### src/rtl/iofrz_pkg.sv
package iofrz_pkg;
   // Status codes; the software-visible encoding fixes these values.
   typedef enum logic [1:0] {
      ST_TO_FRZ  = 2'd0,
      ST_THAWED  = 2'd1,
      ST_FROZEN  = 2'd2,
      ST_TO_THAW = 2'd3
   } frz_st_e;

   localparam int REQ_BIT  = 0;
   localparam int STAT_LSB = 1;
endpackage

### src/rtl/iofrz_regif.sv
module iofrz_regif #(
   parameter int ADDR_W     = 8,
   parameter int DATA_W     = 32,
   parameter int REG_OFFSET = 'h58
) (
   input  logic              clk,
   input  logic              cold_rst_n,
   input  logic              warm_rst_n,
   input  logic              wen,
   input  logic [ADDR_W-1:0] addr,
   input  logic              wbit,
   input  logic [1:0]        st,
   output logic [DATA_W-1:0] rdata,
   output logic              req
);
   import iofrz_pkg::*;

   localparam logic [ADDR_W-1:0] OFS = ADDR_W'(REG_OFFSET);

   logic hit;
   assign hit = (addr == OFS);

   always_ff @(posedge clk or negedge cold_rst_n) begin
      if (!cold_rst_n)
         req <= 1'b1;
      else if (wen && hit && warm_rst_n)
         req <= wbit;
   end

   always_comb begin
      rdata = '0;
      if (hit) begin
         rdata[REQ_BIT]            = req;
         rdata[STAT_LSB+1:STAT_LSB] = st;
      end
   end
endmodule

### src/rtl/iofrz_seq.sv
module iofrz_seq #(
   parameter int STEP_CYC = 4
) (
   input  logic       clk,
   input  logic       cold_rst_n,
   input  logic       req,
   output logic [1:0] st,
   output logic       force_tri,
   output logic       force_pu
);
   import iofrz_pkg::*;

   localparam int CNT_W = (STEP_CYC > 1) ? $clog2(STEP_CYC) : 1;
   localparam logic [CNT_W-1:0] LAST = CNT_W'(STEP_CYC - 1);

   frz_st_e        st_q, st_d;
   logic           ph_q, ph_d;
   logic [CNT_W-1:0] cnt_q, cnt_d;

   always_comb begin
      st_d  = st_q;
      ph_d  = ph_q;
      cnt_d = cnt_q;
      unique case (st_q)
         ST_THAWED: if (req) begin
            st_d  = ST_TO_FRZ;
            ph_d  = 1'b0;
            cnt_d = '0;
         end
         ST_FROZEN: if (!req) begin
            st_d  = ST_TO_THAW;
            ph_d  = 1'b0;
            cnt_d = '0;
         end
         default: begin
            if (cnt_q == LAST) begin
               cnt_d = '0;
               if (!ph_q) begin
                  ph_d = 1'b1;
               end else begin
                  ph_d = 1'b0;
                  st_d = (st_q == ST_TO_FRZ) ? ST_FROZEN : ST_THAWED;
               end
            end else begin
               cnt_d = cnt_q + 1'b1;
            end
         end
      endcase
   end

   always_ff @(posedge clk or negedge cold_rst_n) begin
      if (!cold_rst_n) begin
         st_q  <= ST_FROZEN;
         ph_q  <= 1'b0;
         cnt_q <= '0;
      end else begin
         st_q  <= st_d;
         ph_q  <= ph_d;
         cnt_q <= cnt_d;
      end
   end

   // Drivers stay off everywhere except thawed and the second thaw step.
   assign force_tri = (st_q != ST_THAWED) && !(st_q == ST_TO_THAW && ph_q);
   // Pull-ups are forced only when frozen and in the second freeze step.
   assign force_pu  = (st_q == ST_FROZEN) || (st_q == ST_TO_FRZ && ph_q);
   assign st        = st_q;
endmodule

### src/rtl/iofrz_padgate.sv
module iofrz_padgate #(
   parameter int NPIN    = 8,
   parameter bit OUT_REG = 1'b0
) (
   input  logic            clk,
   input  logic            cold_rst_n,
   input  logic            force_tri,
   input  logic            force_pu,
   input  logic [NPIN-1:0] cfg_oe,
   input  logic [NPIN-1:0] cfg_pu,
   output logic [NPIN-1:0] pad_oe,
   output logic [NPIN-1:0] pad_pu
);
   logic [NPIN-1:0] oe_c, pu_c;

   for (genvar p = 0; p < NPIN; p++) begin : g_pin
      assign oe_c[p] = cfg_oe[p] & ~force_tri;
      assign pu_c[p] = cfg_pu[p] |  force_pu;
   end

   if (OUT_REG) begin : g_flop
      always_ff @(posedge clk or negedge cold_rst_n) begin
         if (!cold_rst_n) begin
            pad_oe <= '0;
            pad_pu <= '1;
         end else begin
            pad_oe <= oe_c;
            pad_pu <= pu_c;
         end
      end
   end else begin : g_comb
      assign pad_oe = oe_c;
      assign pad_pu = pu_c;
   end
endmodule

### src/rtl/iofrz_ctrl.sv
module iofrz_ctrl #(
   parameter int NPIN       = 8,
   parameter int STEP_CYC   = 4,
   parameter int ADDR_W     = 8,
   parameter int DATA_W     = 32,
   parameter int REG_OFFSET = 'h58,
   parameter bit OUT_REG    = 1'b0
) (
   input  logic              clk,
   input  logic              cold_rst_n,
   input  logic              warm_rst_n,
   input  logic              reg_wen,
   input  logic [ADDR_W-1:0] reg_addr,
   input  logic [DATA_W-1:0] reg_wdata,
   output logic [DATA_W-1:0] reg_rdata,
   input  logic [NPIN-1:0]   pad_cfg_oe,
   input  logic [NPIN-1:0]   pad_cfg_pu,
   output logic [NPIN-1:0]   pad_oe,
   output logic [NPIN-1:0]   pad_pu
);
   if (NPIN < 1) begin : g_chk_npin
      $error("NPIN must be at least 1");
   end
   if (STEP_CYC < 1) begin : g_chk_step
      $error("STEP_CYC must be at least 1");
   end
   if (DATA_W < 3) begin : g_chk_dw
      $error("DATA_W must hold request and status");
   end
   if (REG_OFFSET >= (1 << ADDR_W)) begin : g_chk_ofs
      $error("REG_OFFSET outside address space");
   end

   logic       req;
   logic [1:0] st;
   logic       force_tri, force_pu;

   iofrz_regif #(
      .ADDR_W(ADDR_W), .DATA_W(DATA_W), .REG_OFFSET(REG_OFFSET)
   ) u_regif (
      .clk(clk), .cold_rst_n(cold_rst_n), .warm_rst_n(warm_rst_n),
      .wen(reg_wen), .addr(reg_addr), .wbit(reg_wdata[0]),
      .st(st), .rdata(reg_rdata), .req(req)
   );

   iofrz_seq #(.STEP_CYC(STEP_CYC)) u_seq (
      .clk(clk), .cold_rst_n(cold_rst_n), .req(req),
      .st(st), .force_tri(force_tri), .force_pu(force_pu)
   );

   iofrz_padgate #(.NPIN(NPIN), .OUT_REG(OUT_REG)) u_pad (
      .clk(clk), .cold_rst_n(cold_rst_n),
      .force_tri(force_tri), .force_pu(force_pu),
      .cfg_oe(pad_cfg_oe), .cfg_pu(pad_cfg_pu),
      .pad_oe(pad_oe), .pad_pu(pad_pu)
   );
endmodule

### config.mk
export PLATFORM = sky130hd
export DESIGN_NAME = iofrz_ctrl
export DESIGN_NICKNAME = d
export VERILOG_FILES = /design/src/rtl/iofrz_pkg.sv /design/src/rtl/iofrz_regif.sv /design/src/rtl/iofrz_seq.sv /design/src/rtl/iofrz_padgate.sv /design/src/rtl/iofrz_ctrl.sv
export SDC_FILE = /design/constraint.sdc
export NUM_CORES = 1
export LEC_CHECK = 0
export ABC_CLOCK_PERIOD_IN_PS = 2000
export BUFFER_PORTS_ARGS = -buffer_cell sky130_fd_sc_hd__buf_2
export CAP_MARGIN = 25
export CELL_PAD_IN_SITES_DETAIL_PLACEMENT = 0
export CELL_PAD_IN_SITES_GLOBAL_PLACEMENT = 2
export CORE_MARGIN = 8
export CORE_UTILIZATION = 13
export CTS_CLUSTER_DIAMETER = 50
export DETAILED_ROUTE_END_ITERATION = 10
export GPL_ROUTABILITY_DRIVEN = 0
export PLACE_DENSITY_LB_ADDON = 0.1
export SLEW_MARGIN = 20
export SYNTH_ARGS = -nofsm -noshare
export SYNTH_HDL_FRONTEND = slang
export SYNTH_SLANG_ARGS = --single-unit
### constraint.sdc
create_clock -name clk -period 2 [get_ports clk]
set_input_delay 0.1 -clock clk [delete_from_list [all_inputs] [get_ports clk]]
set_output_delay 0.1 -clock clk [all_outputs]
set_load 0.1 [all_outputs]
== Word-level counts from Yosys, hierarchy flattened ==
Cells that the tools add are included.

* Equality and inequality tests: 8
* Add/sub/neg operators: 1
* Reduce and logical (&&, ||, !) cells: 13
* Bitwise gates (word level): 17
* Muxes and demuxes: 15

{| class="wikitable"
|+ Operators by type and width
! cell !! count
|-
| $mux 2 || 7
|-
| $and 1x1->1 || 8
|-
| $eq 8x7->1 const B || 1
|-
| $or 1x1->1 || 8
|-
| $pmux 2 s2 || 2
|-
| $eq 2x2->1 const B || 3
|-
| $reduce_bool 3->1 || 2
|-
| $logic_and 1x1->1 || 5
|-
| $mux 1 || 4
|-
| $ne 2x2->1 const B || 2
|-
| $reduce_and 4->1 || 1
|-
| $mux 3 || 1
|-
| $reduce_and 3->1 || 1
|-
| $add 2x1->2 const B || 1
|-
| $eq 2x1->1 const B || 1
|-
| $logic_not 2->1 || 1
|-
| $ne 2x1->1 const B || 1
|-
| $pmux 1 s2 || 1
|-
| $reduce_and 2->1 || 1
|-
| $logic_not 1->1 || 1
|-
| $logic_or 1x1->1 || 1
|-
| $not 1->1 || 1
|}

* Word-level logic and storage cells: 58
* Output and inout port bits: 48
* Bits of input ports: 60
* Bits in registers: 6

== Logic depth before layout (Yosys ltp) ==
* Depth in word-level cells: 6
* Mapped depth: 5
* Depth with buffers taken out: 5

== Modules after synthesis ==
A second synthesis with hierarchy kept.

* Cell total of the unflattened synthesis: 86
* Area, all modules: 790.8 um^2

{| class="wikitable"
|+ Modules (own cells, without submodules)
! module !! cells each !! instances !! area an instance (um^2) !! seq. area each (um^2)
|-
| iofrz_seq || 32 || 1 || 360.3 || 126.4
|-
| iofrz_regif || 38 || 1 || 330.3 || 26.3
|-
| iofrz_padgate || 16 || 1 || 100.1 || 0.0
|}

== Least setup slack after synthesis ==
Ideal clock, no wire load.

* Path kind: flip-flop to output port
* From: reg u_seq.st_q[1], in the netlist u_seq.st[1]
* To: out pad_oe[0]
* Data required time: 1.900 ns
* Arrival time: 2.190 ns
* Cell stages (with the launch flop): 4
* Path buffers: 0
* Slack: -0.290 ns
* Path through: dfstp_2 ha_1 a21oi_1 nor2b_1

* Cells in the longest elaborated chain, start to end: 6

{| class="wikitable"
|+ Ends and longest elaborated chain
! element !! RTL line !! source
|-
| from (decl) || iofrz_seq.sv:16 || <nowiki>frz_st_e st_q, st_d;</nowiki>
|-
| from (signal assigned) || iofrz_seq.sv:57 || <nowiki>st_q <= st_d;</nowiki>
|-
| $eq 2x2->1 || iofrz_seq.sv:64 || <nowiki>assign force_tri = (st_q != ST_THAWED) && !(st_q == ST_TO_THAW && ph_q);</nowiki>
|-
| $logic_and 1x1->1 || iofrz_seq.sv:64 ||
|-
| $logic_not 1->1 || iofrz_seq.sv:64 ||
|-
| $logic_and 1x1->1 (*) || iofrz_seq.sv:64 ||
|-
| $not 1->1 (*) || iofrz_padgate.sv:17 || <nowiki>assign oe_c[p] = cfg_oe[p] & ~force_tri;</nowiki>
|-
| $and 1x1->1 (*) || iofrz_padgate.sv:17 ||
|-
| to (decl) || iofrz_ctrl.sv:18 || <nowiki>output logic [NPIN-1:0] pad_oe,</nowiki>
|}

Every way passes the cells marked *; elsewhere a longest branch is shown, timed or not.

== Worst setup path in the final report ==
Ends and elaborated chain as after synthesis.

==> impl_results.md <==
* Status: finished clean
* DR iter-0 viols at 0
* CP top delay family: flip-flops
* Reg2reg path depth at 5
* TNS Setup at 0 ns
* Pre-antenna DRT Iters at 1
* CP Capture Type: primary output
* Core Area at 5850 um2
* Place WS at 0.140 ns
* Die area at 8710 um2
* Post-synth cell types at 21
* TritonCTS Sinks at 6
* Nets at 207
* Commonest cells after routing, fill and taps aside: buf_2, conb_1, nand2b_1, nor2b_1, ha_1
* Final WL at 2260 um
* Layout cells sized above 1 at 45.7%
* IO buf count at 47
* Num ports at 108
* CP Class: flip-flop to primary output
* Synth Cell Area at 777 um2
* Worst path depth at 5
* Antenna-violating nets left at 0
* DRC viols at 0
* Clk buf depth at 2
* Crit path time final at 1.88 ns
* Largest net degree at the start of global routing at 9
* #FFs+latches synth at 6
* Leakage at 0.585 nW
* Die X at 93.3 um
* Synth Instances at 88
* Post-CTS Setup Bufs at 0
* Root buffer cell: clkbuf_8
* RSZ-0062 raised after global routing: false
* Critical path peak fanout at 8
* Final hold viol count at 0
* Inserted Diodes at 0
* Std-Cell Rows at 28
* WP data arrival at 1.78 ns
* Required @ worst endpoint at 1.90 ns
* Area share of the largest cell type after synthesis at 28.0%
* Synth area leaders: buf_4, dfrtp_1, ha_1
* Fmax at 0.533 GHz
* Clock insertion delay at the later pin of the skew report at 0.22 ns
* Number of global-route vias before repair at 773
* Hold path depth at 2
* Vias at 692
* Total track usage at 5.07%
* TritonCTS Buffers at 3
* Hpwl dp at 2120 um
* DIE HEIGHT at 93.3 um
* Peak VDD IR at 0.000900 V
* Crit path cell chain: inv_1, ha_1, a21oi_2, nor2b_1, buf_2
* PwrDens at 1890 nW/um2
* Seq/Total Area, Yosys at 19.6%
* Crit-path slowest cell: dfstp_2
* Crit path largest cell delay at 0.58 ns
* Routed wire length per instance at 10.5 um
* GRT overflow at 0
* Global-route wire length before repair at 3610 um
* Critical Path Source Type: flip-flop
* MaxCap Viol Count at 0
* Starting density of the core at 13.3%
* Final worst slack at 0.123 ns
* Drt via density at 3.22
* Hold crit path type: input port to flip-flop
* CTS tree: built
* Commonest non-fill, non-tap cell in the layout: buf_2
* Final period util at 93.8%
* Fin. max-slew vios at 0
* Reg clk slew, reported paths at 0.04 ns
* H-tree levels at 1
* Yosys warnings at 0
* Clock Skew at 0.00131 ns
* Initial antenna violation count at 0
* Final setup fails at 0
* Area leader, netlist: buf_4
* Layout area overhead at 36.4%
* Worst Path Buf+Inv at 2
* Syn avg cell area at 8.83 um2
power by group:
| part | switching [mW] | internal [mW] | leakage [nW] | total (mW) |
|---|---|---|---|---|
| Sequential | 0.0547 | 0.177 | 0.0724 | 0.232 |
| Clock | 0.0557 | 0.137 | 0.0228 | 0.193 |
| Combinational | 1.27 | 0.301 | 0.490 | 1.58 |
cell usage after synthesis, drive strengths merged:
cell type  count
a21o           1
a21oi          3
a22o           1
and3           3
and4           1
and4bb         1
buf           29
conb           1
dfrtp          4
dfstp          2
ha             6
inv            4
mux2           4
nand2          3
nand2b        10
nor2           1
nor2b          8
nor4           1
nor4b          1
o21ai          4
routing by layer:
layer	up-vias	routed length (um)	track usage, %
met2	46	1140	9.93
li1	336	-	-
met3	2	333	2.08
met1	308	776	4.54
met4	0	16	1.61
met5	-	0	0
state kept, by name, indices dropped and copies added (netlist names):
| register | count |
|---|---|
| u_seq.ph_q | 1 |
| u_regif.req | 1 |
| u_seq.st | 2 |
| u_seq.cnt_q | 2 |
final timing paths:
kind,slack [ns],to,start
max,0.12,pad_oe[0],u_seq.st[1]
min,0.12,u_regif.req,reg_wdata[0]
max reg2reg,0.23,u_seq.st[0],u_seq.st[1]
min reg2reg,0.50,u_seq.cnt_q[1],u_seq.cnt_q[1]
max in group asynchronous,1.54,u_regif.req,cold_rst_n
min in group asynchronous,0.23,u_seq.ph_q,cold_rst_n
worst register-to-register path, delay by kind of cell, from the launching register on:
| family | cells | cell delay [ns] |
|---|---|---|
| adder cells (fa/ha/maj) | 1 | 0.21 |
| multiplexers | 2 | 0.66 |
| AND/OR/NAND/NOR | 1 | 0.13 |
| flip-flops | 1 | 0.58 |
| buffers and inverters | 1 | 0.08 |
area by class of cell:
class | count | area, um2
repair buffers | 49 | 253
fillers | 670 | 4790
multi-input cells | 77 | 500
inverters | 4 | 15.0
flip-flops and latches | 6 | 153
clock buffers | 4 | 45.0
well taps | 75 | 93.8
cells by family (layout without fill, tap and decap cells):
logic type      Yosys count  in the layout  synth area share [%]
other cells               1             29                 0.483
flops                     6              6                  19.6
simple gates             29             29                  26.9
mux                       4              4                  6.76
buf+inv                  33             57                  30.0
compound gates            9              9                  6.60
fa+ha+maj                 6              6                  9.66
per-stage QoR:
stage               hold WS, ns  utilization [%]  instance area [um2]  power (mW)  std cells
global route              0.127             18.1                 1060        2.14        215
finish                    0.116             18.1                 1060        2.00        215
detailed placement      -0.0602             17.1                 1000        1.81        210
global placement        -0.0645             17.1                 1000        1.82        210
floorplan                -0.196                -                  882        1.62        116
CTS                       0.121             18.1                 1060        2.02        215
timing repair:
item                                   CTS  global route
endpoints found under the hold margin    6             0
resized for setup                        1             0
hold buffers                             1             0
setup endpoints to repair                8             0
No activity file was read; power rests on OpenSTA's default activity.
